`src/rtl/xbs_pkg.sv`:
```
package xbs_pkg;
  localparam int WAIT_W = 3;

  typedef enum logic [1:0] {
    K_RD   = 2'd0,
    K_LO   = 2'd1,
    K_HI   = 2'd2,
    K_LONG = 2'd3
  } xfer_kind_e;

  // window compare on the top five address bits, gated by chip-select
  function automatic logic win_hit(input logic [31:0] a, input logic cs,
                                   input logic [4:0] pat);
    return cs && (a[31:27] == pat);
  endfunction

  // lane strobes decide the transfer kind; any write strobe wins over read
  function automatic xfer_kind_e classify(input logic lo, input logic hi);
    if (lo && hi) return K_LONG;
    else if (lo)  return K_LO;
    else if (hi)  return K_HI;
    else          return K_RD;
  endfunction

  // words the burst pointer moves after a completed transfer
  function automatic logic [1:0] step_words(input xfer_kind_e k);
    return (k == K_LO || k == K_HI) ? 2'd1 : 2'd2;
  endfunction
endpackage

```
`src/rtl/xbs_decode.sv`:
```
module xbs_decode
  import xbs_pkg::*;
#(
  parameter logic [4:0] WIN_PAT = 5'b00110
) (
  input  logic [31:0] addr,
  input  logic        cs,
  input  logic        rd,
  input  logic        wr_lo,
  input  logic        wr_hi,
  output logic        req_any,
  output logic        hit,
  output xfer_kind_e  kind
);
  always_comb begin
    req_any = rd | wr_lo | wr_hi;
    hit     = win_hit(addr, cs, WIN_PAT);
    kind    = classify(wr_lo, wr_hi);
  end
endmodule

```
`src/rtl/xbs_wait_timer.sv`:
```
module xbs_wait_timer
  import xbs_pkg::*;
(
  input  logic              clk,
  input  logic              rst_n,
  input  logic              start,
  input  logic [WAIT_W-1:0] wait_cfg,
  output logic              busy,
  output logic              done,
  output logic              ack
);
  logic [WAIT_W-1:0] cnt_q;
  logic              busy_q;

  always_ff @(posedge clk or negedge rst_n) begin
    if (!rst_n) begin
      busy_q <= 1'b0;
      cnt_q  <= '0;
    end else if (start) begin
      busy_q <= 1'b1;
      cnt_q  <= wait_cfg;
    end else if (busy_q) begin
      if (cnt_q == '0) busy_q <= 1'b0;
      else             cnt_q  <= cnt_q - 1'b1;
    end
  end

  always_comb begin
    busy = busy_q;
    done = busy_q && (cnt_q == '0);
    ack  = !busy_q || (cnt_q == '0);
  end
endmodule

```
`src/rtl/xbs_addr_seq.sv`:
```
module xbs_addr_seq #(
  parameter int AW = 5
) (
  input  logic          clk,
  input  logic          rst_n,
  input  logic          idle,
  input  logic          accept,
  input  logic          complete,
  input  logic          miss,
  input  logic          burst_in,
  input  logic [AW-1:0] req_word,
  input  logic [1:0]    step,
  output logic [AW-1:0] sel_word,
  output logic [AW-1:0] cur_word,
  output logic          burst_act
);
  logic [AW-1:0] ptr_q, cur_q;
  logic [1:0]    stp_q;
  logic          act_q;

  always_comb begin
    sel_word  = (burst_in && act_q) ? ptr_q : req_word;
    cur_word  = cur_q;
    burst_act = act_q;
  end

  always_ff @(posedge clk or negedge rst_n) begin
    if (!rst_n) begin
      ptr_q <= '0;
      cur_q <= '0;
      stp_q <= '0;
      act_q <= 1'b0;
    end else if (idle) begin
      if (!burst_in || miss) act_q <= 1'b0;
      if (accept) begin
        cur_q <= sel_word;
        stp_q <= step;
      end
    end else if (complete) begin
      if (burst_in) begin
        act_q <= 1'b1;
        ptr_q <= cur_q + AW'(stp_q);
      end else begin
        act_q <= 1'b0;
      end
    end
  end
endmodule

```
`src/rtl/xbs_lane_mem.sv`:
```
module xbs_lane_mem #(
  parameter int IDX_W = 4
) (
  input  logic             clk,
  input  logic             we_lo,
  input  logic             we_hi,
  input  logic [IDX_W-1:0] wr_loc,
  input  logic [63:0]      wdata,
  input  logic [IDX_W-1:0] rd_loc,
  output logic [63:0]      rdata
);
  localparam int DEPTH = 1 << IDX_W;

  for (genvar g = 0; g < 2; g++) begin : g_lane
    logic [31:0] store [DEPTH];
    logic        we;
    assign we = (g == 0) ? we_lo : we_hi;

    always_ff @(posedge clk) begin
      if (we) store[wr_loc] <= wdata[32*g +: 32];
    end

    assign rdata[32*g +: 32] = store[rd_loc];
  end
endmodule

```
`src/rtl/xbus_burst_slave.sv`:
```
module xbus_burst_slave
  import xbs_pkg::*;
#(
  parameter int         IDX_W   = 4,
  parameter logic [4:0] WIN_PAT = 5'b00110
) (
  input  logic        clk,
  input  logic        rst_n,
  input  logic [31:0] bus_addr,
  input  logic [63:0] bus_wdata,
  output logic [63:0] bus_rdata,
  input  logic        rd_strb,
  input  logic        wr_lo_strb,
  input  logic        wr_hi_strb,
  input  logic        burst_strb,
  input  logic        sel,
  output logic        bus_ack,
  input  logic [2:0]  cfg_wait
);
  localparam int AW = IDX_W + 1;

  logic          req_any, hit;
  xfer_kind_e    kind_w, kind_q;
  logic          busy_w, done_w, accept_w, miss_w;
  logic          we_lo_w, we_hi_w, burst_act_w;
  logic [AW-1:0] sel_word, cur_word;
  logic [63:0]   mem_rd, rdata_q;

  xbs_decode #(.WIN_PAT(WIN_PAT)) u_dec (
    .addr(bus_addr), .cs(sel), .rd(rd_strb), .wr_lo(wr_lo_strb),
    .wr_hi(wr_hi_strb), .req_any(req_any), .hit(hit), .kind(kind_w)
  );

  assign accept_w = !busy_w && req_any && hit;
  assign miss_w   = !busy_w && req_any && !hit;

  xbs_wait_timer u_tmr (
    .clk(clk), .rst_n(rst_n), .start(accept_w), .wait_cfg(cfg_wait),
    .busy(busy_w), .done(done_w), .ack(bus_ack)
  );

  xbs_addr_seq #(.AW(AW)) u_seq (
    .clk(clk), .rst_n(rst_n), .idle(!busy_w), .accept(accept_w),
    .complete(done_w), .miss(miss_w), .burst_in(burst_strb),
    .req_word(bus_addr[AW-1:0]), .step(step_words(kind_w)),
    .sel_word(sel_word), .cur_word(cur_word), .burst_act(burst_act_w)
  );

  always_ff @(posedge clk or negedge rst_n) begin
    if (!rst_n) begin
      kind_q  <= K_RD;
      rdata_q <= '0;
    end else if (accept_w) begin
      kind_q <= kind_w;
      if (kind_w == K_RD) rdata_q <= mem_rd;
    end
  end

  assign we_lo_w = done_w && (kind_q == K_LO || kind_q == K_LONG);
  assign we_hi_w = done_w && (kind_q == K_HI || kind_q == K_LONG);

  xbs_lane_mem #(.IDX_W(IDX_W)) u_mem (
    .clk(clk), .we_lo(we_lo_w), .we_hi(we_hi_w),
    .wr_loc(cur_word[AW-1:1]), .wdata(bus_wdata),
    .rd_loc(sel_word[AW-1:1]), .rdata(mem_rd)
  );

  assign bus_rdata = rdata_q;
endmodule

```
`config.mk`:
```
export PLATFORM = sky130hd
export DESIGN_NAME = xbus_burst_slave
export DESIGN_NICKNAME = d
export VERILOG_FILES = /design/src/rtl/xbs_pkg.sv /design/src/rtl/xbs_decode.sv /design/src/rtl/xbs_wait_timer.sv /design/src/rtl/xbs_addr_seq.sv /design/src/rtl/xbs_lane_mem.sv /design/src/rtl/xbus_burst_slave.sv
export SDC_FILE = /design/constraint.sdc
export NUM_CORES = 1
export LEC_CHECK = 0
export BUFFER_PORTS_ARGS = -buffer_cell sky130_fd_sc_hd__buf_2
export CAP_MARGIN = 40
export CELL_PAD_IN_SITES_DETAIL_PLACEMENT = 1
export CELL_PAD_IN_SITES_GLOBAL_PLACEMENT = 2
export CORE_MARGIN = 2
export CORE_UTILIZATION = 45
export DETAILED_ROUTE_END_ITERATION = 16
export PLACE_DENSITY = 0.78
export RECOVER_POWER = 25
export SKIP_CTS_REPAIR_TIMING = 1
export SLEW_MARGIN = 20
export SYNTH_ARGS = -nofsm -noshare
export SYNTH_HDL_FRONTEND = slang
export SYNTH_HIERARCHICAL = 1
export SYNTH_SLANG_ARGS = --single-unit
```
`constraint.sdc`:
```
create_clock -name clk -period 4.3 [get_ports clk]
set_input_delay 0.86 -clock clk [delete_from_list [all_inputs] [get_ports clk]]
set_output_delay 0.86 -clock clk [all_outputs]
set_load 0.02 [all_outputs]
```
==> results of run 1 <==
[worst min-delay path by stage]
stage / slack (ns) / endpoint / start / depth (start not counted)
2_1_floorplan: 0.46 / u_seq/ptr_q[1]$_DFFE_PN0P_ / u_seq/ptr_q[1]$_DFFE_PN0P_ / 2
3_3_place_gp: 0.47 / u_seq/ptr_q[4]$_DFFE_PN0P_ / u_seq/ptr_q[4]$_DFFE_PN0P_ / 2
3_5_place_dp: 0.48 / u_seq/ptr_q[4]$_DFFE_PN0P_ / u_seq/ptr_q[4]$_DFFE_PN0P_ / 2
4_1_cts: 0.26 / bus_rdata[5]$_DFFE_PN0P_ / rst_n / 1
5_1_grt: 0.40 / u_tmr/cnt_q[2]$_DFFE_PN0P_ / cfg_wait[2] / 3
6_report: 0.41 / u_tmr/cnt_q[2]$_DFFE_PN0P_ / cfg_wait[2] / 3
[cell usage after synthesis, drive strengths merged (6+ instances only)]
| cell type | instances | share of area [%] |
|---|---|---|
| edfxtp | 1024 | 73 |
| mux4 | 256 | 14 |
| a22oi | 128 | 2.3 |
| dfrtp | 83 | 4.9 |
| mux2 | 79 | 2.7 |
| nand2 | 76 | 0.70 |
| buf | 49 | 1.0 |
| clkbuf | 48 | 0.43 |
| nor2 | 37 | 0.34 |
| inv | 12 | 0.11 |
| nand3b | 7 | 0.12 |
| o21ai | 6 | 0.071 |
[kinds of logic after synthesis]
group | count (synthesis) | synth area share, %
AOI/OAI and AO/OA | 139 | 2.44
xor gates and xnor gates | 2 | 0.0415
adders and majority gates | 6 | 0.196
buffers and inverters | 109 | 1.55
DFF | 1107 | 77.8
muxes | 336 | 16.4
and+or+nand+nor | 143 | 1.62
[through the flow]
stage               cells  instance area (µm²)  hold WS (ns)  power (W)  setup WS (ns)
floorplan            1842                42200         0.456     0.0130          0.877
global placement     3214                44900         0.474     0.0135          0.822
detailed placement   3216                45000         0.482     0.0135          0.700
CTS                  3416                48600         0.259     0.0230           1.08
global route         3419                48500         0.400     0.0235          0.671
finish               3420                48500         0.407     0.0228           1.15
[sequential cells by signal, summed over array words and instances (netlist names)]
signal and cells:
u_seq/cur_word 5, u_seq/ptr_q 5, u_tmr/busy 1, u_seq/stp_q 2
u_tmr/cnt_q 3, u_seq/burst_act 1, bus_rdata 64, u_mem/g_lane.store 1024
kind_q 2
[critical path, stage by stage, from the launching register on]
cell      delay, ns
dfrtp_1        0.41
inv_1          0.14
ha_1           0.24
nand2b_4       0.09
nor2_1         0.22
and2_1         0.29
nand3_1        0.37
nor2_4         0.47
buf_4          0.52
[layer usage]
layer  global-route usage (%)  part of all wire (%)  vias to the layer above
li1                         -                     -                     8208
met1                     26.3                    40                    10601
met2                     35.8                    52                      552
met3                     3.84                   5.1                      177
met4                     6.08                   2.5                       16
met5                        0                  0.11                        -
[where the power goes]
part / switching, W / total, W / internal, W
Clock: 0.00398 / 0.00953 / 0.00555
Combinational: 0.000774 / 0.00132 / 0.000550
Sequential: 0.0000902 / 0.0120 / 0.0119
[area by class of cell]
type	instances	area [µm²]
Fill cell	8112	44700
Clock buffer	141	2910
Antenna cell	1	2.50
Sequential cell	1107	32800
Timing Repair Buffer	220	1510
Multi-Input combinational cell	626	9010
Clock inverter	59	657
Inverter	12	45.0
Tap cell	1254	1570
==> flow_metrics.py, run 1 <==
metrics = {
    "clock_network": {
        "cts-root-buf": "clkbuf_16",
        "cts.path.max_buffers": 3,
        "htree_levels": 3,
        "cts_tree": "done",
        "cts_buffers": 110,
        "insertion_delay_ns": 0.69,
        "clk_pin_slew_ns": 0.06,
        "cts_sinks": 1107,
    },
    "pwr": {
        "leakagePower_nw": 16.2,
        "p_per_area_nw_per_um2": 470,
        "power.ir.vdd_worst_v": 0.000329,
    },
    "sta": {
        "max_freq_mhz": 317,
        "setup_viol_count_final": 0,
        "finalHoldViolations": 0,
        "slew_violations": 85,
        "finalCritPeriodShare_pct": 73.3,
        "clock_skew_ns": 0.0237,
        "fin_tns_setup_ns": 0,
        "tightest_slew_ns": 2.91,
        "fin_crit_ns": 3.15,
        "rsz0062_at_grt": "no",
        "maxSlewHeadroom_pct": -94.1,
    },
    "outcome": {
        "status": "finished with violations",
        "violations": "max-capacitance violations, max-slew violations",
    },
    "global_routing": {
        "gr-usage-all-layers_pct": 20.5,
        "grt_max_degree": 65,
        "grt.overflow.total": 0,
        "grt_pass1_wl_um": 143000,
        "antenna_found_initial": 10,
        "grt_pass1_vias": 21531,
    },
    "critical_path": {
        "path_class": "flip-flop to flip-flop",
        "crit_arrival_ns": 3.46,
        "cp-start-kind": "flip-flop",
        "worstSetupEndpoint": "u_mem/g_lane[0].store[14][22]$_DFFE_PP_",
        "endpoint_kind": "flip-flop",
        "reg2reg_to": "u_mem/g_lane[0].store[14][22]$_DFFE_PP_",
        "path_max_fanout": 24,
        "startpoint": "u_tmr/cnt_q[0]$_DFFE_PN0P_",
        "ff2ff_setup_slack_ns": 1.15,
        "r2r_start": "u_tmr/cnt_q[0]$_DFFE_PN0P_",
        "required_ns": 4.60,
        "reg2reg_depth": 8,
    },
    "floorplanning": {
        "start_util_pct": 45.3,
        "dieWidth_um": 310,
        "die_y_um": 310,
        "rows": 112,
        "die_area_um2": 96300,
        "core_area_um2": 93200,
        "pin_count": 171,
    },
    "routing": {
        "dr.pass1.iters": 5,
        "avgRoutedWirePerCell_um": 28.3,
        "drcViolationCount": 0,
        "final_antenna_net_count": 0,
        "drtIter0Drc": 1647,
        "routed_wl_um": 96700,
        "routed-via-count": 19554,
        "vias_per_cell": 5.72,
    },
    "synth": {
        "synth.avg_cell_area_um2": 22.9,
        "synth_nets": 1954,
        "ys_seq_elements": 1107,
        "yosysWarnings": 6,
        "synth-async-reset-ratio_pct": 7.50,
        "yosysSeqAreaShare_pct": 77.8,
        "ys_types": 46,
        "synth_edf_count": 1024,
        "netlist_area_um2": 42200,
        "syn_inst": 1842,
        "synthFlopType": "edfxtp_1",
    },
    "layout": {
        "final_nets": 2189,
        "drive_gt1_share_pct": 33.0,
        "fin_util_pct": 52.1,
        "mostFrequentLayoutCells": "1024 x edfxtp_1, 256 x mux4_2, 128 x a22oi_1",
        "final_common_cell": "edfxtp_1",
        "syn_to_final_growth_pct": 15.0,
    },
    "hold_path": {
        "hp-class": "input pin to flip-flop",
    },
    "placed_design": {
        "portBuffers": 148,
        "dp.final_hpwl_um": 53100,
        "place.gp.congestion": 0.719,
    },
    "job": {
        "cap_violations": 2,
    },
}
Note: power is estimated with default switching activity, not from simulation.
==> run 2, diff against run 1 <==
--- a/config.mk
+++ b/config.mk
@@ -5,14 +5,15 @@
 export SDC_FILE = /design/constraint.sdc
 export NUM_CORES = 1
 export LEC_CHECK = 0
+export ABC_AREA = 1
 export BUFFER_PORTS_ARGS = -buffer_cell sky130_fd_sc_hd__buf_2
 export CAP_MARGIN = 40
 export CELL_PAD_IN_SITES_DETAIL_PLACEMENT = 1
 export CELL_PAD_IN_SITES_GLOBAL_PLACEMENT = 2
 export CORE_MARGIN = 2
-export CORE_UTILIZATION = 45
+export CORE_UTILIZATION = 37
 export DETAILED_ROUTE_END_ITERATION = 16
-export PLACE_DENSITY = 0.78
+export PLACE_DENSITY = 0.8
 export RECOVER_POWER = 25
 export SKIP_CTS_REPAIR_TIMING = 1
 export SLEW_MARGIN = 20
==> constraint.sdc (replaced) <==
create_clock -name clk -period 2.9 [get_ports clk]
set_input_delay 0.58 -clock clk [delete_from_list [all_inputs] [get_ports clk]]
set_output_delay 0.58 -clock clk [all_outputs]
set_load 0.02 [all_outputs]
==> flow_metrics.py, run 2 <==
metrics = {
    "critical_path": {
        "reg2reg_depth": 10,
        "ff2ff_setup_slack_ns": 0.37,
        "path_class": "flip-flop to flip-flop",
        "cp-start-kind": "flip-flop",
        "required_ns": 3.28,
        "crit_arrival_ns": 2.91,
        "path_max_fanout": 32,
        "endpoint_kind": "flip-flop",
    },
    "layout": {
        "final_common_cell": "nand2_1",
        "fillers": 14175,
        "finalInstanceArea_um2": 55400,
        "drive_gt1_share_pct": 9.53,
        "syn_to_final_growth_pct": 15.6,
        "mostFrequentLayoutCells": "1534 x nand2_1, 1024 x edfxtp_1, 797 x inv_1",
        "fin_util_pct": 43.0,
        "regMostFlops": "u_mem/g_lane.store",
        "final_nets": 4891,
        "largest_register_ff_count": 1024,
    },
    "clock_network": {
        "cts-root-buf": "clkbuf_16",
        "cts_buffers": 118,
        "cts_sinks": 1107,
        "htree_levels": 3,
        "insertion_delay_ns": 0.73,
        "clk_pin_slew_ns": 0.06,
        "cts.path.max_buffers": 3,
        "cts_tree": "done",
    },
    "floorplanning": {
        "core_area_um2": 129000,
        "start_util_pct": 37.2,
        "rows": 132,
        "pin_count": 171,
        "die_area_um2": 132000,
        "die_y_um": 364,
        "dieWidth_um": 364,
    },
    "global_routing": {
        "antenna_found_initial": 18,
        "gr-usage-all-layers_pct": 21.5,
        "grt_max_degree": 74,
        "grt_pass1_vias": 34572,
        "grt.overflow.total": 0,
        "grt_pass1_wl_um": 213000,
    },
    "routing": {
        "avgRoutedWirePerCell_um": 21.3,
        "dr.pass1.iters": 5,
        "vias_per_cell": 4.98,
        "routed-via-count": 33003,
        "drtIter0Drc": 2107,
        "drcViolationCount": 0,
        "routed_wl_um": 141000,
        "final_antenna_net_count": 0,
    },
    "placed_design": {
        "portBuffers": 148,
        "dp.final_hpwl_um": 75200,
        "dpl_cell_area_um2": 51700,
        "place.gp.congestion": 0.734,
    },
    "sta": {
        "setup_viol_count_final": 0,
        "maxSlewHeadroom_pct": 55.0,
        "max_freq_mhz": 395,
        "clock_skew_ns": 0.0228,
        "fin_crit_ns": 2.53,
        "fin_tns_setup_ns": 0,
        "tightest_slew_ns": 0.675,
        "slew_violations": 0,
        "finalHoldViolations": 0,
        "finalCritPeriodShare_pct": 87.4,
        "rsz0062_at_grt": "no",
    },
    "pwr": {
        "p_total_w": 0.0351,
        "leakagePower_nw": 23.8,
        "p_sw_share_pct": 23.3,
        "intPower_w": 0.0270,
        "power.ir.vdd_worst_v": 0.000554,
        "pwr-share-comb_pct": 7.2,
        "p_per_area_nw_per_um2": 634,
        "pwr-share-clk_pct": 42.4,
        "power.switching_w": 0.00819,
        "seqPwrFrac_pct": 50.4,
    },
    "synth": {
        "yosysWarnings": 6,
        "synth_nets": 4735,
        "netlist_area_um2": 47900,
        "synth.avg_cell_area_um2": 10.4,
        "syn_inst": 4623,
    },
    "hold_path": {
        "hp-class": "input pin to flip-flop",
        "min_path_cells": 3,
    },
    "job": {
        "cap_violations": 0,
    },
    "outcome": {
        "status": "complete, no violations",
    },
}
run 2: per-layer routing:
metal  global-route usage [%]  up-vias  share of wire, %
li1                         -    15300                 -
met1                     27.0    16725                42
met2                     38.2      697                51
met3                     3.27      267               4.4
met4                     6.05       14               2.6
met5                        0        -             0.063
run 2: final cells by class:
class | count | area, µm² | share of cell area, %
sequential | 1107 | 32800 | 59.2
multi-input combinational | 2462 | 10800 | 19.5
clock buffer | 184 | 3390 | 6.12
inverter | 809 | 3070 | 5.54
timing repair buffer | 281 | 2730 | 4.93
tap | 1742 | 2180 | 3.93
clock inverter | 38 | 399 | 0.720
antenna | 4 | 10.0 | 0.0181
run 2: power groups by stage:
stage	clock [W]	combinational [W]	sequential, W
6_report	0.0149	0.00252	0.0177
4_1_cts	0.0152	0.00257	0.0177
5_1_grt	0.0158	0.00280	0.0177
3_3_place_gp	0	0.00250	0.0180
2_1_floorplan	0	0.00141	0.0181
3_5_place_dp	0	0.00255	0.0181
run 2: path summary, 6_finish.rpt:
kind | startpoint | to
min in group asynchronous | rst_n | bus_rdata[54]$_DFFE_PN0P_
hold / removal | wr_hi_strb | kind_q[1]$_DFFE_PN0P_
max in group asynchronous | rst_n | bus_rdata[34]$_DFFE_PN0P_
setup reg to reg | u_tmr/cnt_q[0]$_DFFE_PN0P_ | u_mem/g_lane[1].store[12][10]$_DFFE_PP_
setup / recovery | u_tmr/cnt_q[0]$_DFFE_PN0P_ | u_mem/g_lane[1].store[12][10]$_DFFE_PP_
hold reg to reg | bus_rdata[55]$_DFFE_PN0P_ | bus_rdata[55]$_DFFE_PN0P_
run 2: critical path, stage by stage, from the launching register on:
cell	delay [ns]
dfrtp_1	0.39
inv_1	0.09
ha_1	0.19
nand2_2	0.09
nor2_1	0.31
nand2_1	0.10
inv_1	0.10
inv_1	0.14
buf_4	0.27
nor2_4	0.16
buf_12	0.31
run 2: metrics by stage:
step                hold slack [ns]  setup WS [ns]  cells
finish                        0.137          0.366   6627
global route                 0.0989          0.179   6625
CTS                          -0.205          0.316   6622
detailed placement            0.462          0.211   6400
global placement              0.457          0.270   6399
floorplan                     0.284         -0.944   4623
